[src/rtl/tdl_pkg.sv]
package tdl_pkg;

  // Idle counter update: restart on a sampled input change, else count up and saturate.
  function automatic int idle_next(int cnt, logic chg, int limit);
    if (chg) return 0;
    if (cnt >= limit) return limit;
    return cnt + 1;
  endfunction

  // Settling counter update: load on apply, else count down to zero.
  function automatic int settle_next(int cnt, logic load, int init);
    if (load) return init;
    if (cnt > 0) return cnt - 1;
    return 0;
  endfunction

endpackage

[src/rtl/tdl_chain.sv]
module tdl_chain #(
  parameter int AW = 8
) (
  input  logic          clk,
  input  logic          rst_n,
  input  logic          din,
  input  logic [AW-1:0] sel,
  output logic          stage0,
  output logic          dout
);
  localparam int TAPS = 1 << AW;

  logic [TAPS-1:0] stg;
  logic            dout_q;

  // Cascade: bit 0 takes the input, each further bit takes its neighbour.
  always_ff @(posedge clk) begin
    if (!rst_n) begin
      stg    <= '0;
      dout_q <= 1'b0;
    end else begin
      stg    <= {stg[TAPS-2:0], din};
      dout_q <= stg[sel];
    end
  end

  assign stage0 = stg[0];
  assign dout   = dout_q;
endmodule

[src/rtl/tdl_guard.sv]
module tdl_guard #(
  parameter int AW     = 8,
  parameter int SETTLE = 2
) (
  input  logic          clk,
  input  logic          rst_n,
  input  logic          din,
  input  logic          stage0,
  input  logic          req_stb,
  input  logic [AW-1:0] req_addr,
  output logic [AW-1:0] cur_addr,
  output logic          busy,
  output logic          pend_o,
  output logic          idle_full_o,
  output logic          apply_o,
  output logic          chg_o
);
  import tdl_pkg::*;

  localparam int IDLE_MAX = (1 << AW) - 1;
  localparam int SW       = $clog2(SETTLE + 1);

  logic [AW-1:0] idle_cnt;
  logic [AW-1:0] pend_addr;
  logic [AW-1:0] addr_q;
  logic [SW-1:0] settle_cnt;
  logic          pend;
  logic          chg;
  logic          idle_full;
  logic          apply;

  assign chg       = (din != stage0);
  assign idle_full = (int'(idle_cnt) == IDLE_MAX);
  assign apply     = pend && idle_full && !req_stb;

  always_ff @(posedge clk) begin
    if (!rst_n) begin
      idle_cnt   <= '0;
      pend       <= 1'b0;
      pend_addr  <= '0;
      addr_q     <= '0;
      settle_cnt <= '0;
    end else begin
      idle_cnt   <= AW'(idle_next(int'(idle_cnt), chg, IDLE_MAX));
      settle_cnt <= SW'(settle_next(int'(settle_cnt), apply, SETTLE));
      if (req_stb) begin
        pend      <= 1'b1;
        pend_addr <= req_addr;
      end else if (apply) begin
        pend <= 1'b0;
      end
      if (apply) addr_q <= pend_addr;
    end
  end

  assign cur_addr    = addr_q;
  assign busy        = pend || (settle_cnt != '0);
  assign pend_o      = pend;
  assign idle_full_o = idle_full;
  assign apply_o     = apply;
  assign chg_o       = chg;
endmodule

[src/rtl/tap_delay_line.sv]
module tap_delay_line #(
  parameter int ADDR_W = 8,
  parameter int SETTLE = 2
) (
  input  logic              clk,
  input  logic              rst_n,
  input  logic              din,
  input  logic [ADDR_W-1:0] req_addr,
  input  logic              req_stb,
  output logic              dout,
  output logic [ADDR_W-1:0] cur_addr,
  output logic              busy
);
  logic              w_stage0;
  logic [ADDR_W-1:0] w_sel;
  logic              w_pend;
  logic              w_idle_full;
  logic              w_apply;
  logic              w_chg;

  tdl_chain #(.AW(ADDR_W)) u_chain (
    .clk    (clk),
    .rst_n  (rst_n),
    .din    (din),
    .sel    (w_sel),
    .stage0 (w_stage0),
    .dout   (dout)
  );

  tdl_guard #(.AW(ADDR_W), .SETTLE(SETTLE)) u_guard (
    .clk         (clk),
    .rst_n       (rst_n),
    .din         (din),
    .stage0      (w_stage0),
    .req_stb     (req_stb),
    .req_addr    (req_addr),
    .cur_addr    (w_sel),
    .busy        (busy),
    .pend_o      (w_pend),
    .idle_full_o (w_idle_full),
    .apply_o     (w_apply),
    .chg_o       (w_chg)
  );

  assign cur_addr = w_sel;
endmodule

[config.mk]
export PLATFORM = sky130hd
export DESIGN_NAME = tap_delay_line
export DESIGN_NICKNAME = d
export VERILOG_FILES = /design/src/rtl/tdl_pkg.sv /design/src/rtl/tdl_chain.sv /design/src/rtl/tdl_guard.sv /design/src/rtl/tap_delay_line.sv
export SDC_FILE = /design/constraint.sdc
export NUM_CORES = 1
export LEC_CHECK = 0
export BUFFER_PORTS_ARGS = -buffer_cell sky130_fd_sc_hd__buf_2
export CORE_MARGIN = 2
export CORE_UTILIZATION = 60
export CTS_CLUSTER_DIAMETER = 200
export DETAILED_ROUTE_END_ITERATION = 10
export GPL_TIMING_DRIVEN = 0
export PLACE_DENSITY = 0.79
export SLEW_MARGIN = 30
export SYNTH_ARGS = -nofsm -noshare
export SYNTH_HDL_FRONTEND = slang
export SYNTH_HIERARCHICAL = 1
export SYNTH_SLANG_ARGS = --single-unit
[constraint.sdc]
create_clock -name clk -period 2.3 [get_ports clk]
set_clock_uncertainty 0.1 [all_clocks]
set_input_delay 0.23 -clock clk [delete_from_list [all_inputs] [get_ports clk]]
set_output_delay 0.23 -clock clk [all_outputs]
set_load 0.02 [all_outputs]
Yosys cells after proc, flatten, opt, wreduce, memory -nomap -nowiden. Cells that the tools add are included.

Add/sub/neg operators: 2. Reduce and logical (&&, ||, !) cells: 7. $lt $le $gt $ge: 3. Equality and inequality tests: 2. Multiplexer cells: 20. Bitwise operators: 1.

Operators with widths (number): two-way mux 8 bit (2); two-way mux 1 bit (13); less-than comparator 8 x 9 -> 1 bit (second input constant) (1); adder 8 x 1 -> 8 bit (second input constant) (1); binary-select mux 1 bit (select 8 bit) (1); equality test 8 x 1 -> 1 bit (second input constant) (1); >= comparator 8 bit (second input constant) (1); two-way mux 2 bit (4); nonzero test 2 bit (2); > comparator 2 x 1 -> 1 bit (second input constant) (1); logical AND 1 bit (2); OR reduction 2 bit (1); subtractor 2 x 1 -> 2 bit (second input constant) (1); zero test 1 bit (1); logical OR 1 bit (1); inequality test 1 bit (1); NOT 1 bit (1).

Logic and storage cells: 42. Flip-flop bits (word level): 284. Output and inout bits: 10. Bits of input ports: 12.

Depth between registers and ports, before layout.
Depth in word-level cells: 9. Depth in mapped cells: 11. Depth with buffers taken out: 6.

Modules after synthesis. Netlist, hierarchy kept.

By module, submodules not included: tdl_chain (seq. area each 5144.9 um^2, times used 1, cells an instance 755, area an instance 9142.5 um^2); tdl_guard (seq. area each 540.5 um^2, times used 1, cells an instance 115, area an instance 1137.3 um^2).

Worst setup path before layout. No wires, ideal clock.

Kind: register -> register. Start: register u_guard.addr_q[0], in the netlist u_guard/cur_addr[0]. End: register u_chain.dout_q, in the netlist u_chain/dout. Data required time: 2.079 ns. Data arrival time: 2.036 ns. Cell stages (with the launch flop): 9. Setup slack: 0.043 ns. Buffers on the path: 2. Cell sequence: dfxtp_1 buf_6 buf_12 mux4_2 mux4_2 a21oi_1 o21ai_1 o21ai_1 o22ai_1.

Word-level cells in the longest chain between the ends: 2.

Ends and longest elaborated chain: start: declaration (RTL line tdl_guard.sv:25) `logic [AW-1:0] addr_q;`; start signal: assignment (RTL line tdl_guard.sv:52) `if (apply) addr_q <= pend_addr;`; binary-select mux 1 bit (select 8 bit) (RTL line tdl_chain.sv:23) `dout_q <= stg[sel];`; two-way mux 1 bit (implied by the code) (RTL line tdl_chain.sv:23); end signal: assignment (RTL line tdl_chain.sv:23); end: declaration (RTL line tdl_chain.sv:14) `logic dout_q;`.

No other way between the ends. The select of a mux whose other input is x is not followed. A chain may end at the register's enable or synchronous reset.

Final worst setup path. Same ends and word-level chain as after synthesis.

==> impl_metrics.py <==
metrics = {
    "status": {
        "outcome": "finished with violations",
        "violations": "negative setup slack",
    },
    "setup_path": {
        "crit_start": "u_guard/cur_addr[0]",
        "rr_endpoint": "u_chain/dout",
        "r2r-start": "u_guard/cur_addr[0]",
        "arrival_ns": 2.67,
        "cpPeakStageDelay_ns": 0.55,
        "path_class": "register to register",
        "cp_data_required_time_ns": 2.61,
        "crit_path_end": "u_chain/dout",
        "r2r_cells": 8,
        "crit_chain": "buf_8 > buf_12 > mux4_1 > mux2i_1 > a221oi_2 > a311oi_2 > or3b_1 > o22ai_2",
        "cp-start-kind": "register",
        "cp_max_fo": 5,
        "crit_path_end_kind": "register",
        "critical-path-slowest-cell": "mux4_1",
        "r2r_slack_ns": -0.06,
    },
    "timing": {
        "worst_hold_slack_ns": 0.111,
        "fin_ws_ns": -0.0624,
        "fin_crit_sh": 1.03,
        "hold_violations": 0,
        "rsz0062_at_grt": "true",
        "max_freq_mhz": 423,
        "worst_slew_pin_slew_ns": 0.673,
        "setup_violations": 1,
        "fin_crit_ns": 2.36,
        "slew_viol_final": 0,
        "relSlewSlack": 0.546,
    },
    "logic_synthesis": {
        "syn_nets": 881,
        "synth_area_um2": 10300,
        "synthCells": 868,
        "ys.warnings.count": 6,
        "avgSynthCellArea_um2": 11.8,
    },
    "routing": {
        "ant_nets": 0,
        "wl_mm": 22.2,
        "via_count": 6602,
        "post-route-drc-count": 0,
        "viasPerCell": 5.58,
        "initialDrtViolationCount": 487,
        "avgRoutedWirePerCell_um": 18.8,
        "dr.pass1.iters": 5,
    },
    "layout": {
        "nNetsFinal": 954,
        "final_area_um2": 12000,
        "area_growth_pct": 16.5,
        "final_cell_mix": "dfxtp_1, and2_1, mux2i_1, mux4_2, clkbuf_1",
        "layout-drive-gt1-share": 0.174,
        "num_antenna_cells": 0,
        "fin_util": 0.719,
        "final_common_cell": "dfxtp_1",
        "n_fill_cell": 1108,
    },
    "place": {
        "hpwl_mm": 13.9,
        "gp_congestion": 0.854,
        "placedInstanceArea_um2": 10600,
        "io_buffer_count": 20,
    },
    "clock_network": {
        "h-tree-depth": 1,
        "clock_latency_ns": 0.53,
        "cts.sinks": 284,
        "cts-root-buf": "clkbuf_16",
        "cts_tree": "yes",
        "numCtsBuffers": 28,
        "clk_pin_slew_ns": 0.06,
        "clk_path_buf_depth": 3,
    },
    "power": {
        "p_leak_nw": 4.58,
        "powerDensity_nw_per_um2": 796,
        "vdd_drop_max_mv": 0.778,
    },
    "floorplanning": {
        "die_area_um2": 18200,
        "die_y_um": 135,
        "die_x_um": 135,
        "rows": 47,
        "coreArea_um2": 16600,
        "ios": 22,
        "start_util": 0.617,
    },
    "global_routing": {
        "grt_pass1_wl_mm": 35.5,
        "gr-total-overflow": 0,
        "antenna_found_initial": 0,
        "first_global_vias": 6683,
        "track_usage": 0.250,
        "grt_max_degree": 15,
    },
    "worst_hold_path": {
        "worstHoldPathType": "input port to register",
    },
    "flow_run": {
        "cap_violations": 0,
    },
}
worst max-delay path, delay by kind of cell (launching register included):
kind	cells	cell delay, ns
AOI/OAI and AO/OA	3	0.51
buffers and inverters	2	0.25
and+or+nand+nor	1	0.18
DFF	1	0.36
muxes	2	0.84
where the power goes:
group          internal, mW  switching (mW)
sequential             4.93          0.0105
combinational        0.0641           0.104
clock                  2.58            1.83
registers in the layout (all words and copies together) (netlist names):
register,flops
u_guard/pend_o,1
u_guard/settle_cnt,2
u_chain/stg,256
u_guard/pend_addr,8
u_chain/dout,1
u_guard/idle_cnt,8
u_guard/cur_addr,8
final cells by class:
cell class	count	area, µm²	area share
Timing Repair Buffer	43	343	0.0287
Tap cell	220	275	0.0230
Sequential cell	284	5690	0.475
Buffer	59	423	0.0353
Clock buffer	41	821	0.0686
Inverter	5	22.5	0.00188
Multi-Input combinational cell	520	4310	0.360
Clock inverter	11	82.6	0.00690
worst min-delay path by stage:
stage	slack (ns)	from	endpoint	depth (start not counted)
finish	0.11	rst_n	u_chain/dout	3
global route	0.09	rst_n	u_chain/dout	3
CTS	0.1	rst_n	u_chain/dout	3
detailed placement	0.33	u_guard/settle_cnt[0]	u_guard/settle_cnt[0]	1
global placement	0.32	u_guard/settle_cnt[0]	u_guard/settle_cnt[0]	1
floorplan	0.26	din	u_chain/stg[0]	1
layer usage:
layer  vias to the layer above  track usage  share of wire
li1                       3109            -              -
met1                      3245        0.341           0.44
met2                       215        0.417           0.48
met3                        33       0.0413          0.057
met4                         0       0.0667          0.018
met5                         -            0              0
repair_timing:
| item | CTS | global route |
|---|---|---|
| buffers inserted | 4 | 2 |
| resized for setup | 29 | 21 |
| endpoints found under the hold margin | 11 | 0 |
| pin swaps | 3 | 9 |
| cloned | 0 | 1 |
| hold buffers | 16 | 0 |
| setup endpoints to repair | 1 | 1 |
stage by stage:
stage / worst slack (ns) / instances / setup TNS (ns) / total power, mW
final: -0.0624 / 1183 / -0.0624 / 9.52
after global routing: -0.0972 / 1183 / -0.0972 / 9.81
after CTS: -0.0394 / 1180 / -0.0394 / 9.58
after detailed placement: -0.466 / 1108 / -0.466 / 5.19
after global placement: -0.449 / 1108 / -0.449 / 5.19
after floorplan: 0.0434 / 868 / 0 / 5.14
(Power assumes the default switching activity.)
